--- config.mk ---
export PLATFORM = sky130hd
export DESIGN_NAME = msg_streamer
export DESIGN_NICKNAME = d
export VERILOG_FILES = /design/src/rtl/msg_stream_pkg.sv /design/src/rtl/msg_addr_ctr.sv /design/src/rtl/msg_char_class.sv /design/src/rtl/msg_tx_stage.sv /design/src/rtl/msg_streamer.sv
export SDC_FILE = /design/constraint.sdc
export NUM_CORES = 1
export LEC_CHECK = 0
export BUFFER_PORTS_ARGS = -buffer_cell sky130_fd_sc_hd__buf_2
export CAP_MARGIN = 30
export CORE_ASPECT_RATIO = 1.2
export CORE_UTILIZATION = 53
export CTS_CLUSTER_DIAMETER = 40
export CTS_CLUSTER_SIZE = 30
export DETAILED_ROUTE_END_ITERATION = 8
export PLACE_DENSITY_LB_ADDON = 0.12
export SLEW_MARGIN = 20
export SYNTH_ARGS = -nofsm -noshare
export SYNTH_HDL_FRONTEND = slang
export SYNTH_SLANG_ARGS = --single-unit
--- constraint.sdc ---
create_clock -name clk_i -period 4.6 [get_ports clk_i]
set_input_delay 0.46 -clock clk_i [delete_from_list [all_inputs] [get_ports clk_i]]
set_output_delay 0.46 -clock clk_i [all_outputs]
set_load 0.05 [all_outputs]
--- src/rtl/msg_stream_pkg.sv ---
package msg_stream_pkg;
  typedef enum logic [1:0] {
    ST_IDLE,
    ST_FETCH,
    ST_WAIT,
    ST_SEND
  } st_e;

  typedef enum logic [1:0] {
    CLS_PLAIN,
    CLS_BREAK,
    CLS_END
  } cls_e;
endpackage

--- src/rtl/msg_addr_ctr.sv ---
module msg_addr_ctr #(
  parameter int ADDR_W = 16
) (
  input  logic              clk_i,
  input  logic              rst_ni,
  input  logic              load_i,
  input  logic [ADDR_W-1:0] base_i,
  input  logic              inc_i,
  output logic [ADDR_W-1:0] addr_o,
  output logic              last_o
);
  localparam logic [ADDR_W-1:0] TOP = '1;

  logic [ADDR_W-1:0] addr_q;

  always_ff @(posedge clk_i or negedge rst_ni) begin
    if (!rst_ni)     addr_q <= '0;
    else if (load_i) addr_q <= base_i;
    else if (inc_i)  addr_q <= addr_q + 1'b1;
  end

  assign addr_o = addr_q;
  assign last_o = (addr_q == TOP);
endmodule

--- src/rtl/msg_char_class.sv ---
module msg_char_class
  import msg_stream_pkg::*;
#(
  parameter int                 DATA_W     = 8,
  parameter logic [DATA_W-1:0]  BREAK_CHAR = 8'h7E,
  parameter logic [DATA_W-1:0]  END_CHAR   = 8'h00
) (
  input  logic [DATA_W-1:0] byte_i,
  output cls_e              cls_o
);
  always_comb begin
    if (byte_i == END_CHAR)        cls_o = CLS_END;
    else if (byte_i == BREAK_CHAR) cls_o = CLS_BREAK;
    else                           cls_o = CLS_PLAIN;
  end
endmodule

--- src/rtl/msg_tx_stage.sv ---
module msg_tx_stage #(
  parameter int                DATA_W  = 8,
  parameter logic [DATA_W-1:0] CR_CHAR = 8'h0D,
  parameter logic [DATA_W-1:0] LF_CHAR = 8'h0A
) (
  input  logic              clk_i,
  input  logic              rst_ni,
  input  logic              load_i,
  input  logic [DATA_W-1:0] byte_i,
  input  logic              expand_i,
  input  logic              ready_i,
  output logic              valid_o,
  output logic [DATA_W-1:0] data_o,
  output logic              final_o
);
  logic              valid_q, pend_q;
  logic [DATA_W-1:0] data_q;
  logic              fire;

  assign fire = valid_q && ready_i;

  always_ff @(posedge clk_i or negedge rst_ni) begin
    if (!rst_ni) begin
      valid_q <= 1'b0;
      pend_q  <= 1'b0;
      data_q  <= '0;
    end else if (load_i) begin
      valid_q <= 1'b1;
      pend_q  <= expand_i;
      data_q  <= expand_i ? CR_CHAR : byte_i;
    end else if (fire) begin
      if (pend_q) begin
        data_q <= LF_CHAR;
        pend_q <= 1'b0;
      end else begin
        valid_q <= 1'b0;
      end
    end
  end

  assign valid_o = valid_q;
  assign data_o  = data_q;
  assign final_o = fire && !pend_q;
endmodule

--- src/rtl/msg_streamer.sv ---
module msg_streamer
  import msg_stream_pkg::*;
#(
  parameter int                ADDR_W     = 16,
  parameter int                DATA_W     = 8,
  parameter logic [DATA_W-1:0] BREAK_CHAR = 8'h7E,
  parameter logic [DATA_W-1:0] END_CHAR   = 8'h00,
  parameter logic [DATA_W-1:0] CR_CHAR    = 8'h0D,
  parameter logic [DATA_W-1:0] LF_CHAR    = 8'h0A
) (
  input  logic              clk_i,
  input  logic              rst_ni,
  input  logic              start_i,
  input  logic [ADDR_W-1:0] base_addr_i,
  output logic              mem_req_o,
  output logic [ADDR_W-1:0] mem_addr_o,
  input  logic [DATA_W-1:0] mem_rdata_i,
  output logic              tx_valid_o,
  input  logic              tx_ready_i,
  output logic [DATA_W-1:0] tx_data_o,
  output logic              busy_o,
  output logic              done_o,
  output logic              overflow_o
);
  st_e  st_q, st_d;
  cls_e cls;
  logic ctr_load, ctr_inc, ctr_last;
  logic stg_load, stg_final;
  logic done_q, ovf_q, done_d, ovf_d;

  msg_addr_ctr #(.ADDR_W(ADDR_W)) i_ctr (
    .clk_i  (clk_i),
    .rst_ni (rst_ni),
    .load_i (ctr_load),
    .base_i (base_addr_i),
    .inc_i  (ctr_inc),
    .addr_o (mem_addr_o),
    .last_o (ctr_last)
  );

  msg_char_class #(
    .DATA_W(DATA_W), .BREAK_CHAR(BREAK_CHAR), .END_CHAR(END_CHAR)
  ) i_cls (
    .byte_i (mem_rdata_i),
    .cls_o  (cls)
  );

  msg_tx_stage #(
    .DATA_W(DATA_W), .CR_CHAR(CR_CHAR), .LF_CHAR(LF_CHAR)
  ) i_stage (
    .clk_i    (clk_i),
    .rst_ni   (rst_ni),
    .load_i   (stg_load),
    .byte_i   (mem_rdata_i),
    .expand_i (cls == CLS_BREAK),
    .ready_i  (tx_ready_i),
    .valid_o  (tx_valid_o),
    .data_o   (tx_data_o),
    .final_o  (stg_final)
  );

  always_comb begin
    st_d     = st_q;
    ctr_load = 1'b0;
    ctr_inc  = 1'b0;
    stg_load = 1'b0;
    done_d   = 1'b0;
    ovf_d    = 1'b0;
    unique case (st_q)
      ST_IDLE: if (start_i) begin
        ctr_load = 1'b1;
        st_d     = ST_FETCH;
      end
      ST_FETCH: st_d = ST_WAIT;
      ST_WAIT: begin
        if (cls == CLS_END) begin
          done_d = 1'b1;
          st_d   = ST_IDLE;
        end else begin
          stg_load = 1'b1;
          st_d     = ST_SEND;
        end
      end
      ST_SEND: if (stg_final) begin
        // stop at the top of the address space instead of wrapping
        if (ctr_last) begin
          ovf_d = 1'b1;
          st_d  = ST_IDLE;
        end else begin
          ctr_inc = 1'b1;
          st_d    = ST_FETCH;
        end
      end
      default: st_d = ST_IDLE;
    endcase
  end

  always_ff @(posedge clk_i or negedge rst_ni) begin
    if (!rst_ni) begin
      st_q   <= ST_IDLE;
      done_q <= 1'b0;
      ovf_q  <= 1'b0;
    end else begin
      st_q   <= st_d;
      done_q <= done_d;
      ovf_q  <= ovf_d;
    end
  end

  assign mem_req_o  = (st_q == ST_FETCH);
  assign busy_o     = (st_q != ST_IDLE);
  assign done_o     = done_q;
  assign overflow_o = ovf_q;
endmodule

# Word-level counts from Yosys, hierarchy flattened
# Cells that the tools add are included.
# op_classes
addsub	1
eq_ne	10
mux	30
n_reduce_logical	12
# ops
op	n
$mux 16	2
$mux 8	4
$mux 1	19
$add 16x1->16 const B	1
$eq 16x16->1 const B	1
$eq 8x7->1 const B	1
$logic_not 8->1	1
$mux 2	4
$pmux 2 s4	1
$reduce_bool 2->1	4
$eq 2x2->1 const B	3
$reduce_and 2->1	3
$eq 2x1->1 const B	2
$ne 2x1->1 const B	2
$logic_and 1x1->1	2
$logic_not 2->1	1
$ne 2x2->1 const B	1
$logic_not 1->1	1
# totals
ff_bits	30
out_inout_bits	29

# Logic depth before layout (Yosys ltp)
# Gate-level depths: netlist of the first run.
# depth
depth_word	8
depth_mapped	7
ltp_nobuf	6

# By module
# Synthesis of the first run repeated with hierarchy kept, for this count alone.
# unflattened
hier_cells	157
hier_area_um2	1544.0
# modules_own_cells
mod	instances	cells_per_inst	area_each_um2	seq_area_each_um2
msg_addr_ctr	1	100	904.6	400.4
msg_tx_stage	1	31	411.6	250.2
msg_streamer	1	20	192.7	100.1
msg_char_class	1	6	35.0	0.0

# Least setup slack after synthesis of the first run
# No wires, ideal clock.
# synth_path
path_type	register -> register
startpoint	reg i_ctr.addr_q[0], in the netlist i_ctr.addr_o[0]
endpoint	reg i_ctr.addr_q[2], in the netlist i_ctr.addr_o[2]
setup_time_ps	64
t_arrival_ps	2015
required_ps	4536
path_slack_ps	2521
path_stages_with_launch	7
path_buffers	0
period_less_slack_ps	2079
path_cell_list	dfrtp_1 > ha_1 > nand4_1 > nor4_4 > nor2_2 > a311oi_1 > a21o_1
# synth_via
elab_chain_len	5
elab_cells_between_ends	8
# synth_lines
element	line	source
start: declaration	msg_addr_ctr.sv:14	logic [ADDR_W-1:0] addr_q;
start signal: assignment	msg_addr_ctr.sv:18	else if (load_i) addr_q <= base_i;
start signal: assignment	msg_addr_ctr.sv:19	else if (inc_i) addr_q <= addr_q + 1'b1;
branches (longest 5 deep; another with $add 16x1->16)	-	
# Several ways; the timed one is not identified. The select of a mux whose other input is x is not followed.
# A chain may end at the register's enable or synchronous reset.

# Final worst setup path of the first run
# Same ends and word-level chain as after synthesis.

==> flow_metrics.py, run 1 <==
metrics = {
    "clocking": {
        "clk_pin_slew_ps": 90,
        "cts_resized": 0,
        "cts_max_level": 2,
        "clk-insertion-delay-late_ps": 330,
        "clockBufferDepth": 2,
        "post_cts_buffers": 0,
        "root_buffer": "clkbuf_4",
        "cts_tree": "done",
        "clock-sinks": 30,
        "ctsHoldBuffers": 0,
        "cts_buffers": 5,
    },
    "placement": {
        "place_congestion": 0.898,
        "dp.cells": 260,
        "place_area_um2": 1940,
        "dpl_worst_slack_ps": 2630,
        "buffer_ports.inserted": 56,
        "dp_hpwl_mm": 2.97,
    },
    "drt": {
        "wire_per_inst_um": 14.9,
        "drc": 0,
        "vias_per_cell": 6.02,
        "drt-total-wl_mm": 4.01,
        "first_pass_iters": 4,
        "ant_nets": 0,
        "drtIter0Drc": 43,
        "via_count": 1614,
    },
    "setup_path": {
        "crit_family": "simple AND/OR/NAND/NOR gates",
        "cp-end-kind": "flop",
        "crit_fanout": 6,
        "crit_chain": "ha_1, nand4_1, nor4_4, nor2_2, a311oi_1, a21o_1",
        "start_kind": "flop",
        "crit_arrival_ps": 2280,
        "crit_buf_inv": 0,
        "required_ps": 4870,
        "slowest_stage": "dfrtp_1",
        "worst_path_largest_cell_delay_ps": 460,
        "worstSetupPathType": "reg -> reg",
    },
    "sta": {
        "tightest_slew_ps": 790,
        "finalHoldViolCount": 0,
        "maxSlewViolCount": 0,
        "period_share": 0.436,
        "final-setup-viol-count": 0,
        "fin_crit_ps": 2010,
        "setup_tns_ps": 0,
        "slew_headroom": 0.473,
        "max_freq_mhz": 498,
        "setup_slack_ps": 2590,
        "rsz0062_at_grt": "no",
        "skew_ps": 2.70,
    },
    "worst_hold_path": {
        "hold_path.class": "in -> async",
    },
    "layout": {
        "final_cells": 268,
        "finalInstanceArea_um2": 2000,
        "antenna_cells": 0,
        "layout_commonest_cell": "buf_2",
        "final_cell_mix": "56 x buf_2, 31 x nand2_1, 30 x dfrtp_1",
        "nNetsFinal": 262,
        "areaGrowthSynthToFinish_pct": 21.1,
        "final_layout_size_suffix_gt1_frac": 0.308,
    },
    "logic_synthesis": {
        "synth-main-ff-cell": "dfrtp_1",
        "yosysSeqAreaShare": 0.455,
        "ys_warn_count": 0,
        "syn_inst": 178,
        "syn-cell-area_um2": 1650,
        "synth_nets": 207,
        "syn_avg_cell_area_um2": 9.27,
        "ys_ff_latch": 30,
        "ys_async_sr_fraction": 1.00,
        "synth_edf_count": 0,
        "synth.distinct_cells": 44,
    },
    "run": {
        "maxCapViolCount": 0,
    },
    "global_route": {
        "antenna_found_initial": 0,
        "grt-ovfl-total": 0,
        "grt_usage": 0.277,
        "grt_pass1_vias": 1677,
        "grt_max_degree": 31,
        "grt_pass1_wl_mm": 7.00,
    },
    "floorplan": {
        "die_w_um": 52.9,
        "die_h_um": 63.1,
        "initial_core_util": 0.576,
        "die_area_um2": 3340,
        "fp-row-count": 21,
        "coreArea_um2": 2860,
        "pin_count": 57,
    },
    "pwr": {
        "p_leak_nw": 0.931,
        "powerDensity_nw_per_um2": 770,
        "vdd_ir_drop_max_v": 0.000476,
    },
    "run_status": {
        "outcome": "complete, no violations",
    },
}
final cells by class:
cell class / count / area [um2]
multi-input cells: 136 / 850
well taps: 34 / 42.5
inverters: 4 / 15.0
clock buffers: 7 / 55.1
clock inverters: 1 / 5.00
fillers: 244 / 866
repair buffers: 56 / 280
flip-flops and latches: 30 / 751
where the power goes:
part / switching (mW) / leakage (nW) / total, mW / internal [mW]
Clock: 0.0914 / 0.0353 / 0.165 / 0.0740
Sequential: 0.160 / 0.365 / 0.539 / 0.379
Combinational: 0.616 / 0.531 / 0.834 / 0.218
layer usage:
metal,part of all wire,global-route usage,up-vias
met5,0,0,-
met4,0.028,0.105,0
met3,0.061,0.0749,17
met2,0.54,0.494,73
met1,0.38,0.300,765
li1,-,-,759
logic make-up after synthesis:
kind of cell | share of synthesized area
adder cells (fa/ha/maj) | 0.00758
XOR/XNOR | 0.0478
flip-flops | 0.455
AND/OR/NAND/NOR | 0.324
AO/OA/AOI/OAI | 0.129
buffers and inverters | 0.0303
multiplexers | 0.00607
sequential cells by signal, indices dropped and copies added, names as in the netlist:
register / count
done_o: 1
i_ctr.addr_o: 16
i_stage.data_o: 8
i_stage.pend_q: 1
i_stage.valid_o: 1
overflow_o: 1
st_q: 2
worst paths after layout:
check / start / to / slack [ps] / cells after the start
min in group clk_i: base_addr_i[3] / i_ctr.addr_o[3] / 330 / 3
setup / recovery: i_ctr.addr_o[0] / i_ctr.addr_o[2] / 2590 / 6
hold reg to reg: i_stage.data_o[4] / i_stage.data_o[4] / 520 / 2
setup reg to reg: i_ctr.addr_o[0] / i_ctr.addr_o[2] / 2590 / 6
max in group asynchronous: rst_ni / i_stage.valid_o / 4020 / 1
hold / removal: rst_ni / overflow_o / 150 / 1
per-stage QoR:
stage          hold WS, ps  total power [mW]  utilization
3_3_place_gp           481              1.35        0.677
6_report               151              1.54        0.698
2_1_floorplan          164              1.17            -
3_5_place_dp           480              1.38        0.677
4_1_cts                171              1.55        0.698
5_1_grt                202              1.64        0.698
cell usage after synthesis, types with 4 or more instances:
cell type   n  area (um2)
clkbuf_1    4        15.0
nand2_1    31         116
nor4_1      6        37.5
dfrtp_1    30         751
xnor2_1     9        78.8
nor2_1      6        22.5
and3_1      7        43.8
inv_1       4        15.0
buf_2       4        20.0
o21ai_0    10        50.1
nand3_1    17        85.1
a21oi_1     6        30.0
nand4_1     5        31.3
No activity file was read; power rests on OpenSTA's default activity.
==> run 2: changes to the inputs <==
Settings changed: CORE_UTILIZATION 53 to 49.
Clock period 4.6 ns to 2 ns, I/O delays scaled along.
==> run 2 against run 1 <==
Power up 130%. Worst hold slack worse by 81 ps. Sequential share of layout area decreased by 0.71 points. Final area rose by 2.3%. Wire length shrank 0.55%.
==> flow_metrics.py, run 2 (synthesis gave the netlist of run 1 again) <==
metrics = {
    "layout": {
        "finalInstanceArea_um2": 2040,
        "final_layout_size_suffix_gt1_frac": 0.326,
        "nNetsFinal": 267,
        "layout_commonest_cell": "buf_2",
        "areaGrowthSynthToFinish_pct": 23.8,
        "fillCellCount": 283,
        "largest_reg_flops": 16,
        "antenna_cells": 0,
        "final_cell_mix": "56 x buf_2, 31 x nand2_1, 28 x dfrtp_1",
    },
    "setup_path": {
        "reg2reg_from": "i_ctr.addr_o[1]",
        "worstSetupPathType": "reg -> reg",
        "start_kind": "flop",
        "crit_arrival_ps": 2110,
        "startpoint": "i_ctr.addr_o[1]",
        "r2r_slack_ps": 160,
        "cp-end-kind": "flop",
        "required_ps": 2270,
        "crit_fanout": 6,
    },
    "floorplan": {
        "initial_core_util": 0.526,
        "fp-row-count": 22,
        "pin_count": 57,
        "coreArea_um2": 3140,
        "die_area_um2": 3610,
        "die_w_um": 55.0,
        "die_h_um": 65.6,
    },
    "clocking": {
        "clk-insertion-delay-late_ps": 330,
        "clock-sinks": 30,
        "root_buffer": "clkbuf_4",
        "clk_pin_slew_ps": 100,
        "cts_max_level": 2,
        "cts_resized": 0,
        "cts_buffers": 5,
        "cts_tree": "done",
        "clockBufferDepth": 2,
    },
    "pwr": {
        "p_int_mw": 1.59,
        "p_sw_mw": 1.99,
        "powerDensity_nw_per_um2": 1750,
        "total_power_mw": 3.58,
        "p_leak_nw": 0.953,
        "vdd_ir_drop_max_v": 0.00115,
        "p_seq_frac": 0.332,
        "swShare": 0.557,
        "pwr-share-clk": 0.106,
        "p_comb_frac": 0.562,
    },
    "sta": {
        "max_freq_mhz": 544,
        "setup_tns_ps": 0,
        "finalHoldViolCount": 0,
        "fin_crit_ps": 1840,
        "final-setup-viol-count": 0,
        "skew_ps": 7.31,
        "holdWs_ps": 70.6,
        "slew_headroom": 0.478,
        "tightest_slew_ps": 784,
        "period_share": 0.919,
        "rsz0062_at_grt": "no",
        "maxSlewViolCount": 0,
    },
    "global_route": {
        "antenna_found_initial": 0,
        "grt_usage": 0.252,
        "grt-ovfl-total": 0,
        "grt_pass1_vias": 1533,
        "grt_pass1_wl_mm": 6.54,
        "grt_max_degree": 31,
    },
    "drt": {
        "via_count": 1579,
        "drt-total-wl_mm": 3.98,
        "drc": 0,
        "first_pass_iters": 4,
        "ant_nets": 0,
        "vias_per_cell": 5.74,
        "wire_per_inst_um": 14.5,
        "drtIter0Drc": 54,
    },
    "worst_hold_path": {
        "hold_start": "base_addr_i[9]",
        "hold_path.class": "in -> reg",
    },
    "placement": {
        "dp_hpwl_mm": 2.93,
        "place_congestion": 0.868,
        "buffer_ports.inserted": 56,
        "place_area_um2": 1970,
    },
    "run_status": {
        "outcome": "complete, no violations",
    },
    "run": {
        "maxCapViolCount": 0,
    },
}
[run 2: final cells by class]
| type | instances | area [um2] | area share |
|---|---|---|---|
| clock buffer | 7 | 55.1 | 0.0269 |
| clock inverter | 1 | 5.00 | 0.00245 |
| inverter | 4 | 15.0 | 0.00735 |
| multi-input combinational | 136 | 850 | 0.416 |
| sequential | 30 | 753 | 0.369 |
| tap | 36 | 45.0 | 0.0220 |
| timing repair buffer | 61 | 320 | 0.157 |
[run 2: stage by stage]
stage	util	setup slack (ps)	instances
floorplan	-	86.2	178
global placement	0.626	203	265
detailed placement	0.626	109	265
CTS	0.649	80.1	274
global route	0.651	8.77	275
finish	0.651	162	275
[run 2: power groups by stage]
stage               Sequential, mW  Clock [mW]  Combinational (mW)
floorplan                     1.98           0               0.724
global placement              1.16           0                1.99
detailed placement            1.19           0                2.03
CTS                           1.18       0.389                2.03
global route                  1.23       0.409                2.16
finish                        1.19       0.379                2.01
[run 2: path summary, 6_finish.rpt]
kind / end / depth (start not counted)
max: i_ctr.addr_o[2] / 6
min: i_ctr.addr_o[9] / 3
max reg2reg: i_ctr.addr_o[2] / 6
min reg2reg: i_stage.data_o[4] / 2
max in group asynchronous: i_ctr.addr_o[0] / 2
min in group asynchronous: i_ctr.addr_o[6] / 2
[run 2: worst max-delay path, stage by stage, from the launching register on]
cell      delay (ps)
dfrtp_2          410
ha_1             230
nand4_1          260
nor4_4           370
nor2_2           110
a311oi_1         300
a21o_1           110
[run 2: repair_timing]
action	CTS	global route
endpoints found under the setup margin	0	5
hold endpoints to repair	30	0
setup buffers	0	1
hold buffers	1	0
[run 2: routing by layer]
layer | vias up | wire [um] | global-route usage
met5 | - | 0 | 0
li1 | 773 | - | -
met1 | 745 | 1630 | 0.285
met2 | 54 | 2120 | 0.432
met4 | 0 | 47 | 0.0938
met3 | 7 | 189 | 0.0718
